## config.mk

```make
export PLATFORM = sky130hd
export DESIGN_NAME = fdiv_ctrl
export DESIGN_NICKNAME = d
export VERILOG_FILES = /design/src/rtl/fdiv_pkg.sv /design/src/rtl/fdiv_front.sv /design/src/rtl/fdiv_pre89.sv /design/src/rtl/fdiv_pre2.sv /design/src/rtl/fdiv_jk.sv /design/src/rtl/fdiv_ctrl.sv
export SDC_FILE = /design/constraint.sdc
export NUM_CORES = 1
export LEC_CHECK = 0
export BUFFER_PORTS_ARGS = -buffer_cell sky130_fd_sc_hd__clkbuf_2
export CAP_MARGIN = 40
export CORE_MARGIN = 3
export CORE_UTILIZATION = 51
export CTS_BUF_LIST = sky130_fd_sc_hd__clkbuf_16
export CTS_CLUSTER_DIAMETER = 100
export CTS_CLUSTER_SIZE = 28
export DETAILED_ROUTE_END_ITERATION = 10
export PLACE_DENSITY = 0.69
export SYNTH_ARGS = -nofsm -noshare
export SYNTH_HDL_FRONTEND = slang
export SYNTH_SLANG_ARGS = --single-unit
```

## constraint.sdc

```tcl
create_clock -name clk -period 4.75 [get_ports clk]
set_input_delay 0.475 -clock clk [delete_from_list [all_inputs] [get_ports clk]]
set_output_delay 0.475 -clock clk [all_outputs]
set_load 0.005 [all_outputs]
```

## src/rtl/fdiv_pkg.sv

```systemverilog
package fdiv_pkg;
  localparam int unsigned PRE_N     = 8;   // lower modulus of the 8/9 prescaler
  localparam int unsigned P_HI      = 32;  // second-prescaler length, band high
  localparam int unsigned P_LO      = 34;  // second-prescaler length, band low
  localparam int unsigned FRONT_DIV = 2;   // front halving stage
  localparam int unsigned CHW       = 5;   // channel word width
  localparam int unsigned CNTW      = $clog2(P_LO);
  localparam int unsigned PREW      = $clog2(PRE_N + 1);
  localparam int unsigned RST_CHAN  = 1;   // channel used for the first cycle after reset
  localparam bit          RST_BAND  = 1'b1;
endpackage

```

## src/rtl/fdiv_front.sv

```systemverilog
module fdiv_front #(
  parameter int unsigned DIV = fdiv_pkg::FRONT_DIV
) (
  input  logic clk,
  input  logic rst_n,
  output logic tick_o
);
  localparam int unsigned W = (DIV > 1) ? $clog2(DIV) : 1;
  localparam logic [W-1:0] LAST = W'(DIV - 1);

  logic [W-1:0] cnt_q, cnt_d;

  assign tick_o = (cnt_q == LAST);

  always_comb begin
    cnt_d = tick_o ? '0 : cnt_q + 1'b1;
  end

  always_ff @(posedge clk or negedge rst_n) begin
    if (!rst_n) cnt_q <= '0;
    else        cnt_q <= cnt_d;
  end

  // The two-cycle spacing of the front tick is what makes every ratio even
  AST_FRONT_SPACING: assert property (@(posedge clk) disable iff (!rst_n)
    tick_o |=> !tick_o);
endmodule

```

## src/rtl/fdiv_pre89.sv

```systemverilog
module fdiv_pre89 #(
  parameter int unsigned N = fdiv_pkg::PRE_N,
  parameter int unsigned W = fdiv_pkg::PREW
) (
  input  logic clk,
  input  logic rst_n,
  input  logic en_i,
  input  logic mod_hi_i,
  output logic tick_o
);
  localparam logic [W-1:0] LIM_LONG  = W'(N);
  localparam logic [W-1:0] LIM_SHORT = W'(N - 1);

  logic [W-1:0] cnt_q, cnt_d, lim;

  assign lim    = mod_hi_i ? LIM_SHORT : LIM_LONG;
  assign tick_o = en_i && (cnt_q == lim);

  always_comb begin
    cnt_d = cnt_q;
    if (en_i) cnt_d = tick_o ? '0 : cnt_q + 1'b1;
  end

  always_ff @(posedge clk or negedge rst_n) begin
    if (!rst_n) cnt_q <= '0;
    else        cnt_q <= cnt_d;
  end

  AST_PRE_LIMIT: assert property (@(posedge clk) disable iff (!rst_n)
    cnt_q <= LIM_LONG);
endmodule

```

## src/rtl/fdiv_pre2.sv

```systemverilog
module fdiv_pre2 #(
  parameter int unsigned CNTW = fdiv_pkg::CNTW,
  parameter int unsigned CHW  = fdiv_pkg::CHW,
  parameter int unsigned PH   = fdiv_pkg::P_HI,
  parameter int unsigned PL   = fdiv_pkg::P_LO
) (
  input  logic            clk,
  input  logic            rst_n,
  input  logic            en_i,
  input  logic            band_hi_i,
  input  logic [CHW-1:0]  chan_i,
  output logic            set_o,
  output logic            clr_o,
  output logic            wrap_o,
  output logic [CNTW-1:0] cnt_o,
  output logic [CHW-1:0]  chan_o
);
  localparam logic [CNTW-1:0] LAST_HI  = CNTW'(PH - 1);
  localparam logic [CNTW-1:0] LAST_LO  = CNTW'(PL - 1);
  localparam logic [CHW-1:0]  RST_CH   = CHW'(fdiv_pkg::RST_CHAN);
  localparam logic            RST_BD   = fdiv_pkg::RST_BAND;
  localparam logic            RST_HIT  = (fdiv_pkg::RST_CHAN == 1);
  localparam logic            RST_TERM = 1'b0;

  logic            band_q, band_d;
  logic [CHW-1:0]  chan_q, chan_d;
  logic [CNTW-1:0] cnt_q, cnt_d, last_d, tgt_d, last_q;
  logic            term_q, term_d, hit_q, hit_d;

  // The qualifier flops hold the decodes one count ahead, so that J and K
  // are ready on the same tick that advances the count.
  assign wrap_o = en_i && term_q;
  assign clr_o  = wrap_o;
  assign set_o  = en_i && hit_q;
  assign cnt_o  = cnt_q;
  assign chan_o = chan_q;
  assign last_q = band_q ? LAST_HI : LAST_LO;

  always_comb begin
    band_d = wrap_o ? band_hi_i : band_q;
    chan_d = wrap_o ? chan_i    : chan_q;
    cnt_d  = cnt_q;
    if (en_i) cnt_d = term_q ? '0 : cnt_q + 1'b1;
    last_d = band_d ? LAST_HI : LAST_LO;
    tgt_d  = CNTW'(chan_d) - 1'b1;
    term_d = term_q;
    hit_d  = hit_q;
    if (en_i) begin
      term_d = &(~(cnt_d ^ last_d));
      hit_d  = &(~(cnt_d ^ tgt_d));
    end
  end

  always_ff @(posedge clk or negedge rst_n) begin
    if (!rst_n) begin
      band_q <= RST_BD;
      chan_q <= RST_CH;
      cnt_q  <= '0;
      term_q <= RST_TERM;
      hit_q  <= RST_HIT;
    end else begin
      band_q <= band_d;
      chan_q <= chan_d;
      cnt_q  <= cnt_d;
      term_q <= term_d;
      hit_q  <= hit_d;
    end
  end

  AST_CNT_RANGE: assert property (@(posedge clk) disable iff (!rst_n)
    cnt_q <= last_q);
  AST_CFG_HOLD: assert property (@(posedge clk) disable iff (!rst_n)
    !wrap_o |=> $stable({band_q, chan_q}));
endmodule

```

## src/rtl/fdiv_jk.sv

```systemverilog
module fdiv_jk (
  input  logic clk,
  input  logic rst_n,
  input  logic j_i,
  input  logic k_i,
  output logic q_o
);
  logic q_q, q_d;

  assign q_o = q_q;

  always_comb begin
    unique case ({j_i, k_i})
      2'b10:   q_d = 1'b1;
      2'b01:   q_d = 1'b0;
      2'b11:   q_d = ~q_q;
      default: q_d = q_q;
    endcase
  end

  always_ff @(posedge clk or negedge rst_n) begin
    if (!rst_n) q_q <= 1'b0;
    else        q_q <= q_d;
  end

  AST_JK_EXCL: assert property (@(posedge clk) disable iff (!rst_n)
    !(j_i && k_i));
endmodule

```

## src/rtl/fdiv_ctrl.sv

```systemverilog
module fdiv_ctrl #(
  parameter int unsigned CHW  = fdiv_pkg::CHW,
  parameter int unsigned CNTW = fdiv_pkg::CNTW
) (
  input  logic           clk,
  input  logic           rst_n,
  input  logic           band_hi,
  input  logic [CHW-1:0] chan_sel,
  output logic           div_out
);
  logic            half_tick, pre_tick, mod_hi;
  logic            j_set, k_clr, wrap;
  logic [CNTW-1:0] cnt;
  logic [CHW-1:0]  chan_lat;
  logic            out_q, out_d;

  fdiv_front u_front (
    .clk    (clk),
    .rst_n  (rst_n),
    .tick_o (half_tick)
  );

  fdiv_pre89 u_pre89 (
    .clk      (clk),
    .rst_n    (rst_n),
    .en_i     (half_tick),
    .mod_hi_i (mod_hi),
    .tick_o   (pre_tick)
  );

  fdiv_pre2 #(.CNTW(CNTW), .CHW(CHW)) u_pre2 (
    .clk       (clk),
    .rst_n     (rst_n),
    .en_i      (pre_tick),
    .band_hi_i (band_hi),
    .chan_i    (chan_sel),
    .set_o     (j_set),
    .clr_o     (k_clr),
    .wrap_o    (wrap),
    .cnt_o     (cnt),
    .chan_o    (chan_lat)
  );

  fdiv_jk u_jk (
    .clk   (clk),
    .rst_n (rst_n),
    .j_i   (j_set),
    .k_i   (k_clr),
    .q_o   (mod_hi)
  );

  assign out_d   = wrap;
  assign div_out = out_q;

  always_ff @(posedge clk or negedge rst_n) begin
    if (!rst_n) out_q <= 1'b0;
    else        out_q <= out_d;
  end

  AST_OUT_SINGLE: assert property (@(posedge clk) disable iff (!rst_n)
    out_q |=> !out_q);
  AST_MOD_SET_AT_S: assert property (@(posedge clk) disable iff (!rst_n)
    $rose(mod_hi) |-> (cnt == CNTW'(chan_lat)));
  AST_MOD_CLR_AT_WRAP: assert property (@(posedge clk) disable iff (!rst_n)
    $fell(mod_hi) |-> (cnt == '0));
endmodule

```

==> run metrics, run 1 <==
worst stage delay on the critical path 0.60 ns; Crit path max-delay family simple AND/OR/NAND/NOR gates; RSZ-0062 raised after global routing no; status complete, no violations; Syn Area/Cell approximately 10 um2; vias in the first global route approximately 1000; TritonCTS clock tree built; #FFs+latches synth 21; Crit-path slowest cell or4b_4; clk root buf clkbuf_16; site row count 17; total core area 0.002340 mm2; worst r2r src u_jk.q_o$_DFFE_PN0P_; most frequent cells in the layout 18 x dfrtp_1, 9 x inv_1, 8 x nand3_1, 8 x nand2_1, 8 x clkbuf_2; part of the cycle the worst path needs 0.6340; synthesis-to-layout area growth 9.298%; fill count 197; Max Cap Viol 0; ys flop type dfrtp_1; Post-synth ARST share 1.000; antenna-violating nets left 0; cell area after layout 0.001441 mm2; clock buffer depth 2; Leak Pwr 0.6531 nW; clock slew at reported path FFs 0.05 ns; total track usage 0.1783; Worst Path Arrival 3.19 ns; post-synthesis mux area share 0.07306; largest net degree at the start of global routing 22; Worst Setup Start Kind register; Die Ht 56.85 um; Distinct cells, synth 48; # IOs 9; fin cells 165; First DRT Iteration DRCs 34; Peak VDD IR 235.2 uV; Worst Skew between 0.002 and 0.0025 ns; HPWL Detailed 1.890 mm; crit-path cells or4b_4 > o22ai_1 > buf_4 > mux2i_1 > ha_1 > xnor2_1 > o31ai_1 > nor4b_1 > nand3_1 > a31oi_1; worst-skew pair later-pin latency 0.25 ns; critical path class register to register; Post-synth EDFFs 0; final net count 149; placed instance count 161; min Tclk post-route 3.011 ns; cts hold-fix bufs 0; sequential element share of the synthesized area 0.4013; DRC 0; Syn Std Cell Area 0.001319 mm2; r2r setup slk 1.74 ns; final WL 2.599 mm; number of synthesis warnings 0; Hold Vio Cnt, Final 0; clk sink count 21; main combinational cell family by area after synthesis simple AND/OR/NAND/NOR gates; global route overflow 0; worst hold path type primary input to async pin; first-pass GRT wire length 4.519 mm; DRT Pass-1 Iters 4; Mapped Cells 132; crit-path max FO 11; critical path endpoint category register; slew margin rel. 0.6158; WL per Instance 15.75 um; Critical R2R Capture u_pre2.hit_q$_DFFE_PN1N_; most common cell after layout, fill and taps aside dfrtp_1; simple-gate area share of the yosys netlist 0.2239; xor and xnor area share after synthesis 0.05028; top achievable clock speed 332.1 MHz; Pwr per Cell Area 250.1 mW/mm2; gp weighted congestion 0.8063; share of cells above drive strength 1 0.1898; Mapped Nets approximately 140; TritonCTS buffer count 3; Die W 56.85 um; R2R cell count 10; Slew Limit Fails 0; critical path required time 4.93 ns; Post-CTS Resized 0; Vias/cell 6.200; initial antenna violation count 0; diodes inserted 0; number of I/O port buffers 8; WP buf/inv 1; number of H-tree levels 1; starting density of the core 0.5636; Via Count ~1000; Post-Synth Adder-Cell Area 0.02846; endpoints failing setup 0; Post-CTS Setup Inserts 0; Placed Area 0.001363 mm2; die area about 0.0032 mm2; Worst Tran Pin Value 0.5763 ns; Compound-Gate Fraction of Synth Area 0.1708; post-route setup TNS 0 ns
## cells in the mapped netlist (2+ instances only)
library cell,number,area [um2]
mux2_2,5,56.30
a31oi_1,2,12.51
o22ai_1,4,25.02
nand4_1,3,18.77
ha_1,3,37.54
inv_1,8,30.03
a21oi_1,2,10.01
or2_2,2,12.51
nor4b_1,2,17.52
and4bb_1,2,25.02
xor2_1,2,17.52
o311a_1,2,20.02
nor3_1,3,15.01
nand3b_1,4,30.03
dfrtp_1,18,450.4
o21ai_0,2,10.01
nand2_1,8,30.03
xnor2_1,3,26.28
clkbuf_1,6,22.52
nor2_1,6,22.52
a21o_1,2,15.01
nor4_1,2,12.51
dfstp_2,3,78.83
nand2b_1,2,12.51
mux2i_1,4,40.04
nor3b_1,2,15.01
nand3_1,8,40.04
and3_1,2,12.51
## how the worst max path moves through the flow
stage | from | end | cells past startpoint
after floorplan | u_pre89.cnt_q[2]$_DFFE_PN0P_ | u_pre2.hit_q$_DFFE_PN1N_ | 11
after global placement | u_jk.q_o$_DFFE_PN0P_ | u_pre2.hit_q$_DFFE_PN1N_ | 10
after detailed placement | u_jk.q_o$_DFFE_PN0P_ | u_pre2.hit_q$_DFFE_PN1N_ | 10
after CTS | u_jk.q_o$_DFFE_PN0P_ | u_pre2.hit_q$_DFFE_PN1N_ | 10
after global routing | u_jk.q_o$_DFFE_PN0P_ | u_pre2.hit_q$_DFFE_PN1N_ | 10
final | u_jk.q_o$_DFFE_PN0P_ | u_pre2.hit_q$_DFFE_PN1N_ | 10
## state kept, by name (all words and copies together), names as in the netlist
register / cells
div_out: 1
u_front.tick_o: 1
u_jk.q_o: 1
u_pre2.band_q: 1
u_pre2.chan_o: 5
u_pre2.cnt_o: 6
u_pre2.hit_q: 1
u_pre2.term_q: 1
u_pre89.cnt_q: 4
## cell families (layout without fill, tap and decap cells)
family,Yosys count,in the layout
AO/OA/AOI/OAI,28,28
buffers and inverters,16,21
flip-flops,21,21
XOR/XNOR,6,6
adder cells (fa/ha/maj),3,3
multiplexers,9,9
AND/OR/NAND/NOR,49,49
## area by class of cell
cell class | instances | area [um2] | share of cell area
well taps | 28 | 35.03 | 0.02431
flip-flops and latches | 21 | 529.3 | 0.3672
clock buffers | 3 | 75.07 | 0.05208
inverters | 8 | 30.03 | 0.02083
multi-input cells | 95 | 720.7 | 0.5000
repair buffers | 9 | 47.55 | 0.03299
clock inverters | 1 | 3.754 | 0.002604
## stage by stage
stage          setup slack [ns]  total power, mW  hold slack [ns]  utilization
6_report                  1.739           0.3605           0.1908       0.6160
5_1_grt                   1.509           0.3782           0.2197       0.6160
4_1_cts                   1.743           0.3661           0.2114       0.6160
3_5_place_dp              1.774           0.1900           0.4827       0.5824
3_3_place_gp              1.910           0.1897           0.4711       0.5824
2_1_floorplan             1.898           0.1827           0.1794            -
## per-layer routing
metal | up-vias | share of wire | GRT usage
met5 | - | 0 | 0
met4 | 0 | 0.021 | 0.08278
met3 | 6 | 0.033 | 0.02069
met2 | 20 | 0.49 | 0.2921
met1 | 491 | 0.45 | 0.2338
li1 | 506 | - | -
## power breakdown
part	internal, mW	switching (mW)	leakage [nW]
Sequential	0.179	0	0.263
Combinational	0.00235	0.00490	0.348
Clock	0.112	0.0621	0.0423
(Power assumes the default switching activity.)
==> run 2, diff against run 1 <==
Settings changed: ABC_AREA set to 1, PLACE_DENSITY 0.69 to 0.72.
Clock period 4.75 ns to 2.6 ns, I/O delays scaled along.
==> run 2 against run 1 <==
Net effect: global-route usage down 0.29 points; sequential power is 87% higher; utilization rose by 0.91 points; clock power grew 88%; sequential share of layout area decreased by 0.53 points; critical path type unchanged.
==> run metrics, run 2 <==
status complete, no violations; TritonCTS buffer count 3 (unchanged); Post-synth ARST share 1.000 (unchanged); Die W 57.07 um (+0.38%); critical path endpoint category register; synthesis-to-layout area growth 9.972%; Critical R2R Capture u_pre2.hit_q$_DFFE_PN1N_; Worst Setup Start Kind register; Sw Pwr 150.7 uW (+120%); number of synthesis warnings 0 (unchanged); crit-path cells nand2_1 > nor2_4 > nand2_1 > nand2_2 > nand2_1 > nand2_1 > nand2_2 > ha_1 > xor2_1 > nor2_1 > nand2_1 > nor2_1 > nand2_1 > nor2_1 > nand2_1 > nand2_1; TritonCTS clock tree built; Distinct cells, synth 27 (-44%); post-synth top area cell dfrtp_1; hold path cells 3; Syn Area/Cell 7.430 um2 (-26%); top achievable clock speed 430.3 MHz (+30%); Comb power frac 0.067 (+0.047); final WL 2.479 mm (-4.6%); Syn Std Cell Area 0.001330 mm2 (+0.85%); Hold EP u_pre2.band_q$_DFF_PN1_; Synth top cells by count 54 x nand2_1, 24 x inv_1, 18 x dfrtp_1, 18 x nand3_1, 18 x nor2_1; Final Core Density 0.6251 (+0.009091); number of I/O port buffers 8 (unchanged); crit-path max FO 8 (-3); critical path class register to register; Post-CTS Resized 0 (unchanged); Die Ht 57.07 um (+0.38%); number of H-tree levels 1 (unchanged); Hold Startpoint band_hi; Leak Pwr 0.7822 nW (+20%); most frequent cells in the layout 54 x nand2_1, 24 x inv_1, 18 x nor2_1, 18 x nand3_1, 18 x dfrtp_1; Vias/cell 5.229 (-16%); # IOs 9 (unchanged); Yosys top cell area share 0.3387 (-0.002892); fill count 227 (+15%); RSZ-0062 raised after global routing no; total track usage 0.1754 (-0.002851); xor and xnor area share after synthesis 0.02634 (-0.02394); Slew Limit Fails 0 (unchanged); global route overflow 0 (unchanged); share of cells above drive strength 1 0.2000 (+0.01022); endpoints failing setup 0 (unchanged); First DRT Iteration DRCs 33 (-2.9%); sequential element share of the synthesized area 0.3979 (-0.003398); Register Area 529.3 um2 (unchanged); worst stage delay on the critical path 0.41 ns (-0.19 ns); Mapped Cells 179 (+36%); clock buffer depth 2 (unchanged); most common cell after layout, fill and taps aside nand2_1; die area 0.003256 mm2 (+0.76%); clock slew at reported path FFs 0.06 ns (about the same); P_int 559.0 uW (+90%); HPWL Detailed 1.973 mm (+4.4%); total core area 0.002340 mm2 (unchanged); post-route setup TNS 0 ns (unchanged); max FFs per register 6 (unchanged); DRT Pass-1 Iters 4 (unchanged); Hold Vio Cnt, Final 0 (unchanged); antenna-violating nets left 0 (unchanged); main combinational cell family by area after synthesis simple AND/OR/NAND/NOR gates; worst-skew pair later-pin latency 0.26 ns (about the same); r2r setup slk 0.28 ns (-1.46 ns); R2R cell count 16 (+6); Worst Path Arrival 2.53 ns (-0.66 ns); ys flop type dfrtp_1; Peak VDD IR 364.5 uV (+55%); vias in the first global route 1124 (+11%); clk root buf clkbuf_16; slew margin rel. 0.6588 (+0.04300); DRC 0 (unchanged); clk sink count 21 (unchanged); Crit-path slowest cell dfrtp_1; site row count 17 (unchanged); Post-synth EDFFs 0 (unchanged); Via Count 1140 (+11%); Flop pwr share 0.472 (-0.025); post-synthesis mux area share 0 (-0.07306); WL per Instance 11.37 um (-28%); diodes inserted 0 (unchanged); final net count 202 (+36%); first-pass GRT wire length 4.560 mm (+0.91%); starting density of the core 0.5684 (+0.004813); most frequent cell after synthesis nand2_1; Pwr per Cell Area 485.2 mW/mm2 (+94%); critical path required time 2.80 ns (-2.13 ns); worst r2r src u_pre89.cnt_q[0]$_DFFE_PN0P_; #FFs+latches synth 21 (unchanged); Final Power 709.6 uW (+97%); Sw Ratio 0.2123 (+0.02652); Worst Skew 0.005605 ns (+0.003258 ns); min Tclk post-route 2.324 ns (-0.6875 ns); multi-input combinational cell area 644.4 um2 (-11%); Compound-Gate Fraction of Synth Area 0.03857 (-0.1322); synth top area cells dfrtp_1 34%, nand2_1 15%, nand3_1 6.8%, inv_1 6.8%, dfstp_2 5.9%; Post-Synth Adder-Cell Area 0.02822 (-0.0002410); part of the cycle the worst path needs 0.8938 (+0.2598); Mapped Nets 190 (+33%); clock share of power 0.461 (-0.022); largest net degree at the start of global routing 22 (unchanged); Max Cap Viol 0 (unchanged); gp weighted congestion 0.8596 (+6.6%); initial antenna violation count 0 (unchanged); Worst Tran Pin Value 0.5118 ns (-0.06451 ns); worst hold path type primary input to register; simple-gate area share of the yosys netlist 0.3913 (+0.1674); CP most frequent cell nand2_1
run 2: area by class of cell:
type	count	share of cell area
Multi-Input combinational cell	126	0.4405
Sequential cell	21	0.3618
Inverter	28	0.07271
Clock buffer	3	0.05133
Timing Repair Buffer	11	0.04448
Tap cell	28	0.02395
Clock inverter	1	0.005133
run 2: through the flow:
step	cell area (um2)	setup slack, ns	instances	hold slack [ns]
after global placement	1370	0.4178	213	0.2564
after CTS	1463	0.2831	218	0.2447
final	1463	0.2762	218	0.2405
after global routing	1463	0.01239	218	0.2574
after detailed placement	1370	0.3126	213	0.2638
after floorplan	1330	0.5937	179	-0.03559
run 2: logic make-up after synthesis:
family          Yosys count
compound gates            8
xor+xnor                  4
fa+ha+maj                 3
buf+inv                  32
flops                    21
simple gates            111
run 2: worst max-delay path, delay by kind of cell (launching register included):
| family | cells | cell delay, ns |
|---|---|---|
| xor+xnor | 1 | 0.17 |
| fa+ha+maj | 1 | 0.32 |
| flops | 1 | 0.41 |
| simple gates | 14 | 1.34 |
run 2: timing repair:
item                                   in CTS  in global routing
endpoints found under the hold margin      18                  0
buffers inserted                            0                  0
hold buffers                                1                  0
run 2: power groups by stage:
stage,clock [mW],sequential [mW],combinational (mW)
5_1_grt,0.349,0.335,0.0552
3_3_place_gp,0,0.341,0.0458
3_5_place_dp,0,0.341,0.0465
4_1_cts,0.335,0.335,0.0483
6_report,0.327,0.335,0.0475
2_1_floorplan,0,0.341,0.0290
run 2: layer usage:
metal / global-route usage / share of wire / wire length [um] / vias up
li1: - / - / - / 582
met1: 0.2238 / 0.48 / 1189 / 526
met2: 0.2838 / 0.46 / 1134 / 22
met3: 0.03167 / 0.036 / 89 / 10
met4: 0.08940 / 0.027 / 66 / 0
met5: 0 / 0 / 0 / -
run 2: how the worst max path moves through the flow:
stage                                      start                  endpoint  slack (ns)  depth (start not counted)
CTS                 u_pre89.cnt_q[0]$_DFFE_PN0P_  u_pre2.hit_q$_DFFE_PN1N_        0.28                         16
detailed placement  u_pre89.cnt_q[0]$_DFFE_PN0P_  u_pre2.hit_q$_DFFE_PN1N_        0.31                         16
global route            u_front.tick_o$_DFF_PN0_  u_pre2.hit_q$_DFFE_PN1N_        0.01                         16
finish              u_pre89.cnt_q[0]$_DFFE_PN0P_  u_pre2.hit_q$_DFFE_PN1N_        0.28                         16
global placement    u_pre89.cnt_q[0]$_DFFE_PN0P_  u_pre2.hit_q$_DFFE_PN1N_        0.42                         16
floorplan               u_front.tick_o$_DFF_PN0_  u_pre2.hit_q$_DFFE_PN1N_        0.59                         17
